`src/rtl/xint_pkg.sv`:
```
package xint_pkg;
  localparam int unsigned ADDR_W = 2;

  typedef enum logic [ADDR_W-1:0] {
    ADDR_MASK = 2'd0,
    ADDR_MAP  = 2'd1,
    ADDR_LOW  = 2'd2,
    ADDR_PEND = 2'd3
  } reg_addr_e;
endpackage

```
`src/rtl/xint_sync.sv`:
```
module xint_sync #(
  parameter int unsigned VEC_W = 8
) (
  input  logic             clk_i,
  input  logic             rst_ni,
  input  logic [VEC_W-1:0] pin_ni,
  output logic [VEC_W-1:0] vec_o
);
  logic [VEC_W-1:0] meta_q, sync_q, prev_q, vec_q;

  for (genvar b = 0; b < VEC_W; b++) begin : g_bit
    always_ff @(posedge clk_i or negedge rst_ni) begin
      if (!rst_ni) begin
        meta_q[b] <= 1'b1;
        sync_q[b] <= 1'b1;
        prev_q[b] <= 1'b1;
      end else begin
        meta_q[b] <= pin_ni[b];
        sync_q[b] <= meta_q[b];
        prev_q[b] <= sync_q[b];
      end
    end
  end

  // accept only a value seen on two consecutive samples
  always_ff @(posedge clk_i or negedge rst_ni) begin
    if (!rst_ni)               vec_q <= '0;
    else if (sync_q == prev_q) vec_q <= ~sync_q;
  end

  assign vec_o = vec_q;
endmodule

```
`src/rtl/xint_qual.sv`:
```
module xint_qual #(
  parameter int unsigned PRIO_W = 5
) (
  input  logic [PRIO_W-1:0] prio_i,
  input  logic [PRIO_W-1:0] cur_prio_i,
  input  logic              en_i,
  output logic              req_o
);
  localparam logic [PRIO_W-1:0] PRIO_MAX = '1;

  logic live, wins;

  always_comb begin
    live  = |prio_i;
    wins  = (prio_i > cur_prio_i) || (prio_i == PRIO_MAX);
    req_o = en_i && live && wins;
  end
endmodule

```
`src/rtl/xint_regs.sv`:
```
module xint_regs
  import xint_pkg::*;
#(
  parameter int unsigned VEC_W = 8
) (
  input  logic              clk_i,
  input  logic              rst_ni,
  input  logic              we_i,
  input  logic [ADDR_W-1:0] addr_i,
  input  logic [VEC_W-1:0]  wdata_i,
  output logic [VEC_W-1:0]  rdata_o,
  input  logic              take_i,
  input  logic              save_clr_en_i,
  input  logic              restore_i,
  input  logic [VEC_W-1:0]  vec_i,
  output logic              mask_o,
  output logic              saved_o,
  output logic [VEC_W/2-1:0] map_nib_o,
  output logic [VEC_W/2-1:0] low_nib_o
);
  localparam int unsigned NIB_W = VEC_W / 2;
  localparam int unsigned PAD_W = VEC_W - NIB_W;

  logic             mask_q, saved_q;
  logic [NIB_W-1:0] map_q, low_q;
  logic             mask_wr;
  logic             unused_wdata;

  assign mask_wr      = we_i && (addr_i == ADDR_MASK);
  assign unused_wdata = ^wdata_i[VEC_W-1:1];

  // write > restore > acknowledge clear
  always_ff @(posedge clk_i or negedge rst_ni) begin
    if (!rst_ni) begin
      mask_q  <= 1'b0;
      saved_q <= 1'b0;
    end else begin
      if (take_i && save_clr_en_i) saved_q <= mask_q;
      if (mask_wr)                        mask_q <= wdata_i[0];
      else if (restore_i)                 mask_q <= saved_q;
      else if (take_i && save_clr_en_i)   mask_q <= 1'b0;
    end
  end

  always_ff @(posedge clk_i or negedge rst_ni) begin
    if (!rst_ni) begin
      map_q <= '0;
      low_q <= '0;
    end else if (take_i) begin
      map_q <= vec_i[VEC_W-1 -: NIB_W];
      low_q <= vec_i[NIB_W-1:0];
    end
  end

  always_comb begin
    unique case (reg_addr_e'(addr_i))
      ADDR_MASK: rdata_o = {{(VEC_W-1){1'b0}}, mask_q};
      ADDR_MAP:  rdata_o = {{PAD_W{1'b0}}, map_q};
      ADDR_LOW:  rdata_o = {{PAD_W{1'b0}}, low_q};
      default:   rdata_o = '0;
    endcase
  end

  assign mask_o    = mask_q;
  assign saved_o   = saved_q;
  assign map_nib_o = map_q;
  assign low_nib_o = low_q;
endmodule

```
`src/rtl/xint_capture.sv`:
```
module xint_capture
  import xint_pkg::*;
#(
  parameter int unsigned VEC_W  = 8,
  parameter int unsigned PRIO_W = 5
) (
  input  logic              clk_i,
  input  logic              rst_ni,
  input  logic [VEC_W-1:0]  xint_ni,
  input  logic              reg_we_i,
  input  logic [ADDR_W-1:0] reg_addr_i,
  input  logic [VEC_W-1:0]  reg_wdata_i,
  output logic [VEC_W-1:0]  reg_rdata_o,
  input  logic [PRIO_W-1:0] cur_prio_i,
  input  logic              ack_i,
  input  logic              save_clr_en_i,
  input  logic              restore_i,
  output logic              irq_o,
  output logic [VEC_W-1:0]  irq_vec_o
);
  localparam int unsigned NIB_W = VEC_W / 2;

  logic [VEC_W-1:0] vec;
  logic             mask_en, saved_en, req, take;
  logic [NIB_W-1:0] map_nib, low_nib;

  xint_sync #(.VEC_W(VEC_W)) u_sync (
    .clk_i  (clk_i),
    .rst_ni (rst_ni),
    .pin_ni (xint_ni),
    .vec_o  (vec)
  );

  xint_qual #(.PRIO_W(PRIO_W)) u_qual (
    .prio_i     (vec[VEC_W-1 -: PRIO_W]),
    .cur_prio_i (cur_prio_i),
    .en_i       (mask_en),
    .req_o      (req)
  );

  assign take = ack_i && req;

  xint_regs #(.VEC_W(VEC_W)) u_regs (
    .clk_i         (clk_i),
    .rst_ni        (rst_ni),
    .we_i          (reg_we_i),
    .addr_i        (reg_addr_i),
    .wdata_i       (reg_wdata_i),
    .rdata_o       (reg_rdata_o),
    .take_i        (take),
    .save_clr_en_i (save_clr_en_i),
    .restore_i     (restore_i),
    .vec_i         (vec),
    .mask_o        (mask_en),
    .saved_o       (saved_en),
    .map_nib_o     (map_nib),
    .low_nib_o     (low_nib)
  );

  assign irq_o     = req;
  assign irq_vec_o = vec;
endmodule

```
`config.mk`:
```
export PLATFORM = sky130hd
export DESIGN_NAME = xint_capture
export DESIGN_NICKNAME = d
export VERILOG_FILES = /design/src/rtl/xint_pkg.sv /design/src/rtl/xint_sync.sv /design/src/rtl/xint_qual.sv /design/src/rtl/xint_regs.sv /design/src/rtl/xint_capture.sv
export SDC_FILE = /design/constraint.sdc
export NUM_CORES = 1
export LEC_CHECK = 0
export BUFFER_PORTS_ARGS = -buffer_cell sky130_fd_sc_hd__buf_2
export CAP_MARGIN = 20
export CELL_PAD_IN_SITES_DETAIL_PLACEMENT = 1
export CELL_PAD_IN_SITES_GLOBAL_PLACEMENT = 1
export CORE_MARGIN = 2
export CORE_UTILIZATION = 39
export CTS_BUF_LIST = sky130_fd_sc_hd__clkbuf_8
export DETAILED_ROUTE_END_ITERATION = 10
export PLACE_DENSITY_LB_ADDON = 0.05
export RECOVER_POWER = 50
export SLEW_MARGIN = 10
export SYNTH_ARGS = -nofsm -noshare
export SYNTH_HDL_FRONTEND = slang
export SYNTH_HIERARCHICAL = 1
export SYNTH_SLANG_ARGS = --single-unit
```
`constraint.sdc`:
```
create_clock -name clk_i -period 2.1 [get_ports clk_i]
set_input_delay 0.42 -clock clk_i [delete_from_list [all_inputs] [get_ports clk_i]]
set_output_delay 0.42 -clock clk_i [all_outputs]
set_load 0.02 [all_outputs]
```
==> metrics.txt, run 1 <==
status finished with violations; failing checks negative setup slack; cell taking the most area after synthesis dfstp_2; Final min period 2194 ps; Max-slew headroom 0.3487; largest net degree at the start of global routing 43; Area Overhead vs Synth 32.50%; max-slew violations 0; Num CTS Buffers 5; ys async rst share 1.000; DR iter-0 viols 30; Crit path required time between 1500 and 2000 ps; HP Class in2reg; static leakage 1.092 nW; Finish-stage setup viols 3; Finished Layout Cells roughly 220; via density per instance 4.762; Syn. warnings 6; mapped cell area 1698 um2; CP arrival 1770 ps; Initial Utilization 0.4155; RSZ-0062 raised after global routing yes; drt first pass iters 3; via count 1062; Root Buffer clkbuf_8; Core Region around 4100 um2; remaining antenna violation count after routing 0; register area share after synthesis 0.6367; Reg2Reg Depth 8; vias in the first global route about 1200; power density over the cells 992.9 nW/um2; Setup crit end kind output port; most common cell after layout, fill and taps aside buf_2; clk buf depth 2; Multi-input gate area 656.9 um2; Die X 69.98 um; Placed Instances 213; Main synth FF type dfstp_2; Sink Count 42; Area contributors post-synth dfstp_2 (37%), dfrtp_1 (27%), mux2_2 (6.0%); hpwl dp 2360 um; DRC 0; GRT Total Usage 0.1484; CTS clock-pin slew for the worst setup and hold paths 80 ps; Overflow after GRT 0; die area between 4000 and 5000 um2; FF+latch area 1086 um2; Clock Skews 5.009 ps; chip height approximately 70 um; crit path from u_sync/vec_o[5]; Avg Inst Size Synth 14.03 um2; r2r startpoint u_sync/vec_o[5]; Avg WL per Cell 14.78 um; TNS Setup -141.1 ps; Crit Path Max Fanout 3; Nets 206; final hold vios 0; share of cells above drive strength 1 0.6012; Clock Latency Late Sink about 290 ps; Seq cells post-synth 42; worst setup margin -93.50 ps; row count 23; I/O pin cnt 46; MaxCap Viol Count 0; CTS tree yes; Tightest Pin Transition 977.0 ps; # diodes 0; Yosys cell types 28; global-route wire length before repair 5789 um; gp weighted congestion 0.7367; fin crit share 1.045; most frequent cells in the layout buf_2 (33), dfstp_2 (24), inv_1 (14), dfrtp_1 (14); CP Launch Type register; HP Start xint_ni[7]; initial antenna violation count 0; Hold Buf Count CTS 0; total detailed-routing wirelength 3297 um; Yosys top cell area share 0.3714; pre-CTS setup slack -280.0 ps; Synth Instances 121; fmax 455.9 MHz; Worst VDD drop about 0.00067 V; H-tree Lvls 2; critical path type reg2out; Filler Cell Count roughly 430; hold depth 1; Post-synth EDFFs 0; PortBufs 34
critical path: stages, from the launching register on:
cell,delay (ps)
dfrtp_2,440
buf_6,130
or4_4,530
o21ai_4,200
a211oi_4,50
buf_6,140
cell usage after synthesis (3+ instances only):
cell type / count
a22o_1: 4
inv_1: 14
buf_4: 4
nand2_1: 3
xor2_1: 8
mux2_2: 9
ha_1: 5
mux2i_1: 9
dfstp_2: 24
nor2b_1: 3
dfrtp_1: 18
layer usage:
metal / part of all wire / GRT usage / wire [um]
met5: 0 / 0 / 0
met4: 0.0064 / 0.03205 / 21
met3: 0.049 / 0.04329 / 160
met2: 0.54 / 0.2688 / 1764
met1: 0.41 / 0.1737 / 1350
flip-flops by register name, indices dropped and copies added, names as in the netlist:
signal            cells
u_regs/mask_o         1
u_sync/vec_o          8
u_regs/map_nib_o      4
u_sync/meta_q         8
u_sync/prev_q         8
u_regs/saved_o        1
u_sync/sync_q         8
u_regs/low_nib_o      4
cell type report:
class | instances | area share
Clock inverter | 3 | 0.01780
Clock buffer | 5 | 0.03059
Timing Repair Buffer | 46 | 0.1257
Sequential cell | 42 | 0.4828
Inverter | 14 | 0.02336
Tap cell | 50 | 0.02781
Multi-Input combinational cell | 63 | 0.2920
what timing repair did:
item | in CTS | in global routing
endpoints found under the hold margin | 0 | 0
setup buffers | 2 | 0
endpoints found under the setup margin | 11 | 11
resized for setup | 11 | 11
pin swaps | 6 | 1
power breakdown:
part	leakage, nW	total [mW]	switching (mW)	internal [mW]
Clock	0.0579	0.604	0.255	0.349
Combinational	0.604	0.590	0.278	0.312
Sequential	0.430	1.04	0.0935	0.946
Total	1.09	2.23	0.627	1.61
worst paths after layout:
path | end | slack, ps
worst min-delay path | u_sync/meta_q[7] | 230
min in group asynchronous | u_sync/vec_o[2] | 370
worst min register to register | u_sync/sync_q[7] | 360
worst max register to register | u_regs/mask_o | -40
worst max-delay path | irq_o | -90
max in group asynchronous | u_sync/vec_o[6] | 1070
kinds of logic after synthesis:
| group | after synthesis | synth area share |
|---|---|---|
| flops | 42 | 0.6367 |
| mux | 19 | 0.1216 |
| buf+inv | 19 | 0.05527 |
| simple gates | 15 | 0.05527 |
| compound gates | 12 | 0.05084 |
| xor+xnor | 8 | 0.04127 |
| fa+ha+maj | 5 | 0.03685 |
| other cells | 1 | 0.002209 |
stage by stage:
step	area, um2	hold slack (ps)	power, mW	utilization
finish	2250	227.3	2.234	0.5505
floorplan	1777	124.4	1.345	-
CTS	2213	196.0	2.202	0.5416
global route	2250	208.9	2.364	0.5505
global placement	2043	345.7	1.509	0.5000
detailed placement	2043	347.6	1.536	0.5000
(Power assumes the default switching activity.)
==> run 2, diff against run 1 <==
- BUFFER_PORTS_ARGS: -buffer_cell sky130_fd_sc_hd__buf_2 -> not set
- CELL_PAD_IN_SITES_DETAIL_PLACEMENT: 1 -> not set
- CELL_PAD_IN_SITES_GLOBAL_PLACEMENT: 1 -> not set
- CORE_UTILIZATION: 39 -> 45
- DONT_BUFFER_PORTS: not set -> 1
==> metrics.txt, run 2 (synthesized netlist as in run 1, its figures left out) <==
status finished with violations; failing checks negative setup slack; Crit path max-delay family compound AO/OA/AOI/OAI gates; CTS clock-pin slew for the worst setup and hold paths 80 ps; Core Region 3633 um2; Num CTS Buffers 5; GRT Total Usage 0.1433; Die X around 65 um; Area Overhead vs Synth 24.32%; initial antenna violation count 0; HP Class in2reg; Clock Skews 7.498 ps; CP Launch Type register; most common cell after layout, fill and taps aside dfstp_2; Finish-stage setup viols 1; # diodes 0; CP arrival 1720 ps; DRC 0; Filler Cell Count 298; MaxCap Viol Count 0; Setup crit end kind output port; Pint 1.501 mW; Worst path max stage delay roughly 440 ps; Design Power 2.086 mW; fin crit share 1.017; hpwl dp around 1900 um; Sink Count 42; Tightest Pin Transition 953.8 ps; drt first pass iters 3; worst setup margin -36.43 ps; RSZ-0062 raised after global routing yes; H-tree Lvls 2; power density over the cells 988.2 nW/um2; max-slew violations 0; r2r startpoint u_sync/vec_o[7]; Switching Share 0.2803; Worst VDD drop 0.0005385 V; I/O pin cnt 46; clk buf depth 2; final hold vios 0; gp weighted congestion between 0.7 and 0.8; static leakage about 0.99 nW; Max-slew headroom 0.3641; TNS Setup -36.43 ps; reg2reg end u_regs/mask_o; combinational power share 0.252; clock network power share 0.248; via density per instance 4.840; Crit Path Max Fanout 4; Reg2Reg Setup Slack 20 ps; via count 939; Root Buffer clkbuf_8; stages on the worst setup path 5; crit path from u_sync/vec_o[7]; Nets 179; global-route wire length before repair 4554 um; critical path type reg2out; total detailed-routing wirelength ~2600 um; sequential power share 0.500; Overflow after GRT 0; vias in the first global route approximately 940; critical-path cell list ha_4 -> nand4_1 -> o21a_1 -> a211oi_4 -> buf_6; share of cells above drive strength 1 0.4795; fmax 468.1 MHz; Buf+Inv Stages, Crit Path 1; chip height 65.43 um; Final min period 2136 ps; CP max stage cell dfrtp_2; Avg WL per Cell 13.45 um; Clock Latency Late Sink 290 ps; DR iter-0 viols 44; PortBufs 0; Crit path required time 1680 ps; Initial Utilization 0.4673; Reg2Reg Depth 8; switching power 0.5847 mW; largest net degree at the start of global routing between 40 and 50; worst hold slack 126.2 ps; row count 22; CTS tree yes; most frequent cells in the layout dfstp_2 (17), inv_1 (14), dfrtp_1 (14); die area approximately 4300 um2; critical path endpoint irq_o; remaining antenna violation count after routing 0
==> run 2: cell types whose count changed in the layout (fill, tap and decap cells not counted), moves of 2 or more <==
| cell | change |
|---|---|
| dfstp_2 | -7 |
| buf_2 | -33 |
| dfstp_1 | +7 |
| buf_4 | +6 |
| buf_6 | -2 |
==> run 2: power by group through the flow <==
| stage | Combinational (mW) | Clock [mW] | Sequential [mW] |
|---|---|---|---|
| floorplan | 0.293 | 0 | 1.05 |
| global placement | 0.403 | 0 | 1.05 |
| detailed placement | 0.414 | 0 | 1.06 |
| CTS | 0.487 | 0.547 | 1.05 |
| global route | 0.572 | 0.587 | 1.06 |
| finish | 0.525 | 0.518 | 1.04 |
==> run 2: worst min-delay path by stage <==
stage                          start                  end  slack (ps)  cells after the start
after floorplan               rst_ni  u_regs/low_nib_o[0]         120                      0
after global placement        rst_ni      u_sync/vec_o[0]         130                      0
after detailed placement      rst_ni      u_sync/vec_o[3]         130                      0
after CTS                 xint_ni[7]     u_sync/meta_q[7]         110                      0
after global routing      xint_ni[6]     u_sync/meta_q[6]         100                      0
final                     xint_ni[1]     u_sync/meta_q[1]         130                      0
==> run 2: cell type report <==
cell class | count | area (um2) | share of cell area
Clock buffer | 6 | 82.58 | 0.03912
Sequential cell | 42 | 1086 | 0.5145
Multi-Input combinational cell | 63 | 653.1 | 0.3094
Clock inverter | 2 | 11.26 | 0.005335
Timing Repair Buffer | 19 | 165.2 | 0.07825
Tap cell | 48 | 60.06 | 0.02845
Inverter | 14 | 52.55 | 0.02490
==> run 2: metal layers <==
| layer | up-vias | global-route usage | share of wire |
|---|---|---|---|
| li1 | 449 | - | - |
| met1 | 457 | 0.1838 | 0.46 |
| met2 | 33 | 0.2232 | 0.47 |
| met3 | 0 | 0.05651 | 0.067 |
| met4 | 0 | 0.04688 | 0 |
| met5 | - | 0 | 0 |
==> run 2: per-stage QoR <==
stage          setup slack, ps  instances  utilization  cell area, um2
3_5_place_dp            -144.6        181       0.5231            1901
4_1_cts                 -56.49        194       0.5758            2092
6_report                -36.43        194       0.5809            2111
5_1_grt                 -127.1        194       0.5809            2111
2_1_floorplan           -223.5        124            -            1777
3_3_place_gp            -122.7        181       0.5231            1901
==> run 2: what timing repair did <==
action / in CTS / in global routing
pin swaps: 7 / 0
gates cloned: 0 / 0
endpoints found under the hold margin: 42 / 0
resized for setup: 11 / 9
hold buffers: 2 / 0
setup buffers: 3 / 0
endpoints found under the setup margin: 11 / 11
==> run 3, diff against run 2 <==
- CORE_ASPECT_RATIO: not set -> 2
- CORE_UTILIZATION: 45 -> 39
- SLEW_MARGIN: 10 -> not set
==> metrics.txt, run 3 (synthesized netlist as in run 1, its figures left out) <==
Crit path required time 1680 ps; Root Buffer clkbuf_8; CTS tree yes; via density per instance approximately 4.7; status finished with violations; MaxCap Viol Count 0; final hold vios 0; Crit Path Max Fanout 4; largest net degree at the start of global routing 43; worst hold slack 120.9 ps; Worst VDD drop roughly 0.00065 V; Die X 50.66 um; DRC 0; hpwl dp 2155 um; max-slew violations 0; Tightest Pin Transition 979.1 ps; critical-path cell list ha_4 -> nand4_1 -> o21a_1 -> a211oi_4 -> buf_4 -> buf_6; Avg WL per Cell 15.01 um; Filler Cell Count 403; # diodes 0; fmax 446.4 MHz; share of cells above drive strength 1 0.4583; Final min period ~2200 ps; Sink Count 42; I/O pin cnt 46; CP max stage cell dfrtp_2; chip height 97.31 um; DR iter-0 viols 14; CP arrival ~1800 ps; drt first pass iters 2; Core Region 4254 um2; CTS clock-pin slew for the worst setup and hold paths 70 ps; HP Class in2reg; critical path type reg2out; Nets 177; area post-placement roughly 1900 um2; initial antenna violation count 0; final core utilization 0.4844; die area just under 5000 um2; Finish-stage setup viols 10; CP Launch Type register; row count 34; Max-slew headroom 0.3473; grt peak-use layer met2; met1 Use GR 0.1637; Num CTS Buffers 5; worst setup margin -140.2 ps; Overflow after GRT 0; clk buf depth 2; Clock Skews 3.633 ps; Initial Utilization 0.3991; Worst path max stage delay 450 ps; power density over the cells roughly 1000 nW/um2; RSZ-0062 raised after global routing yes; remaining antenna violation count after routing 0; gp weighted congestion 0.7183; Setup crit end kind output port; global-route wire length before repair just over 5000 um; most frequent cells in the layout dfstp_2 (16), buf_4 (14), inv_1 (14), dfrtp_1 (14); PortBufs 0; H-tree Lvls 2; via count just over 900; vias in the first global route 1031; total detailed-routing wirelength a little under 3000 um; static leakage 0.9394 nW; GR met3 Demand/Resource 0.05077; failing checks negative setup slack; Clock Latency Late Sink 290 ps; fin crit share 1.067; met2 Usage GRT 0.2206; most common cell after layout, fill and taps aside dfstp_2; Area Overhead vs Synth 21.37%; Design Area, Final 2061 um2; GRT Total Usage 0.1386
==> run 3: cell count changes in the layout (fill, tap and decap cells not counted), moves of 2 or more <==
cell	before	now
mux2_4	9	1
mux2_2	1	9
buf_6	4	1
buf_4	12	14
==> run 3: final timing paths <==
kind / cells after the start / endpoint / start / slack, ps
max reg2reg: 7 / u_regs/map_nib_o[3] / u_sync/vec_o[6] / -80
max in group asynchronous: 2 / u_sync/vec_o[7] / rst_ni / 580
min: 0 / u_sync/meta_q[7] / xint_ni[7] / 120
min reg2reg: 0 / u_sync/sync_q[5] / u_sync/meta_q[5] / 360
min in group asynchronous: 2 / u_sync/vec_o[2] / rst_ni / 860
max: 6 / irq_o / u_sync/vec_o[6] / -140
==> run 3: metrics by stage <==
step,setup WS [ps],total power [mW],setup TNS [ps],std cells
2_1_floorplan,-223.5,1.345,-1034,124
3_3_place_gp,-115.9,1.474,-959.4,187
3_5_place_dp,-129.1,1.486,-1109,187
4_1_cts,-166.9,2.157,-993.8,198
5_1_grt,-240.1,2.231,-2004,198
6_report,-140.2,2.110,-736.2,198
==> run 3: area by class of cell <==
type                       count  area, um2  area share
clock buffer                   5      68.82     0.03339
clock inverter                 3      40.04     0.01943
inverter                      14      52.55     0.02550
multi-input combinational     63      614.3      0.2981
sequential                    42       1086      0.5270
tap                           54      67.56     0.03279
timing repair buffer          17      131.4     0.06375
==> run 3: layer usage <==
metal  vias up  wire length [um]
met4         0                65
met3         6               193
met5         -                 0
li1        436                 -
met2        27              1517
met1       460              1194
==> run 3: repair_timing <==
item / CTS / global route
pin swaps: 5 / 0
hold buffers: 2 / 0
gates resized for setup: 5 / 0
setup buffers: 1 / 0
hold endpoints to repair: 42 / 0
endpoints found under the setup margin: 11 / 11
==> run 3: power breakdown <==
part | internal [mW] | switching, mW | total [mW]
clock | 0.350 | 0.257 | 0.607
sequential | 0.942 | 0.0980 | 1.04
combinational | 0.242 | 0.221 | 0.463
total | 1.53 | 0.577 | 2.11
==> run 3: critical path: cells and delay by family, from the launching register on <==
kind	cells	cell delay, ps
flops	1	450
compound gates	2	430
fa+ha+maj	1	280
buf+inv	2	240
simple gates	1	140
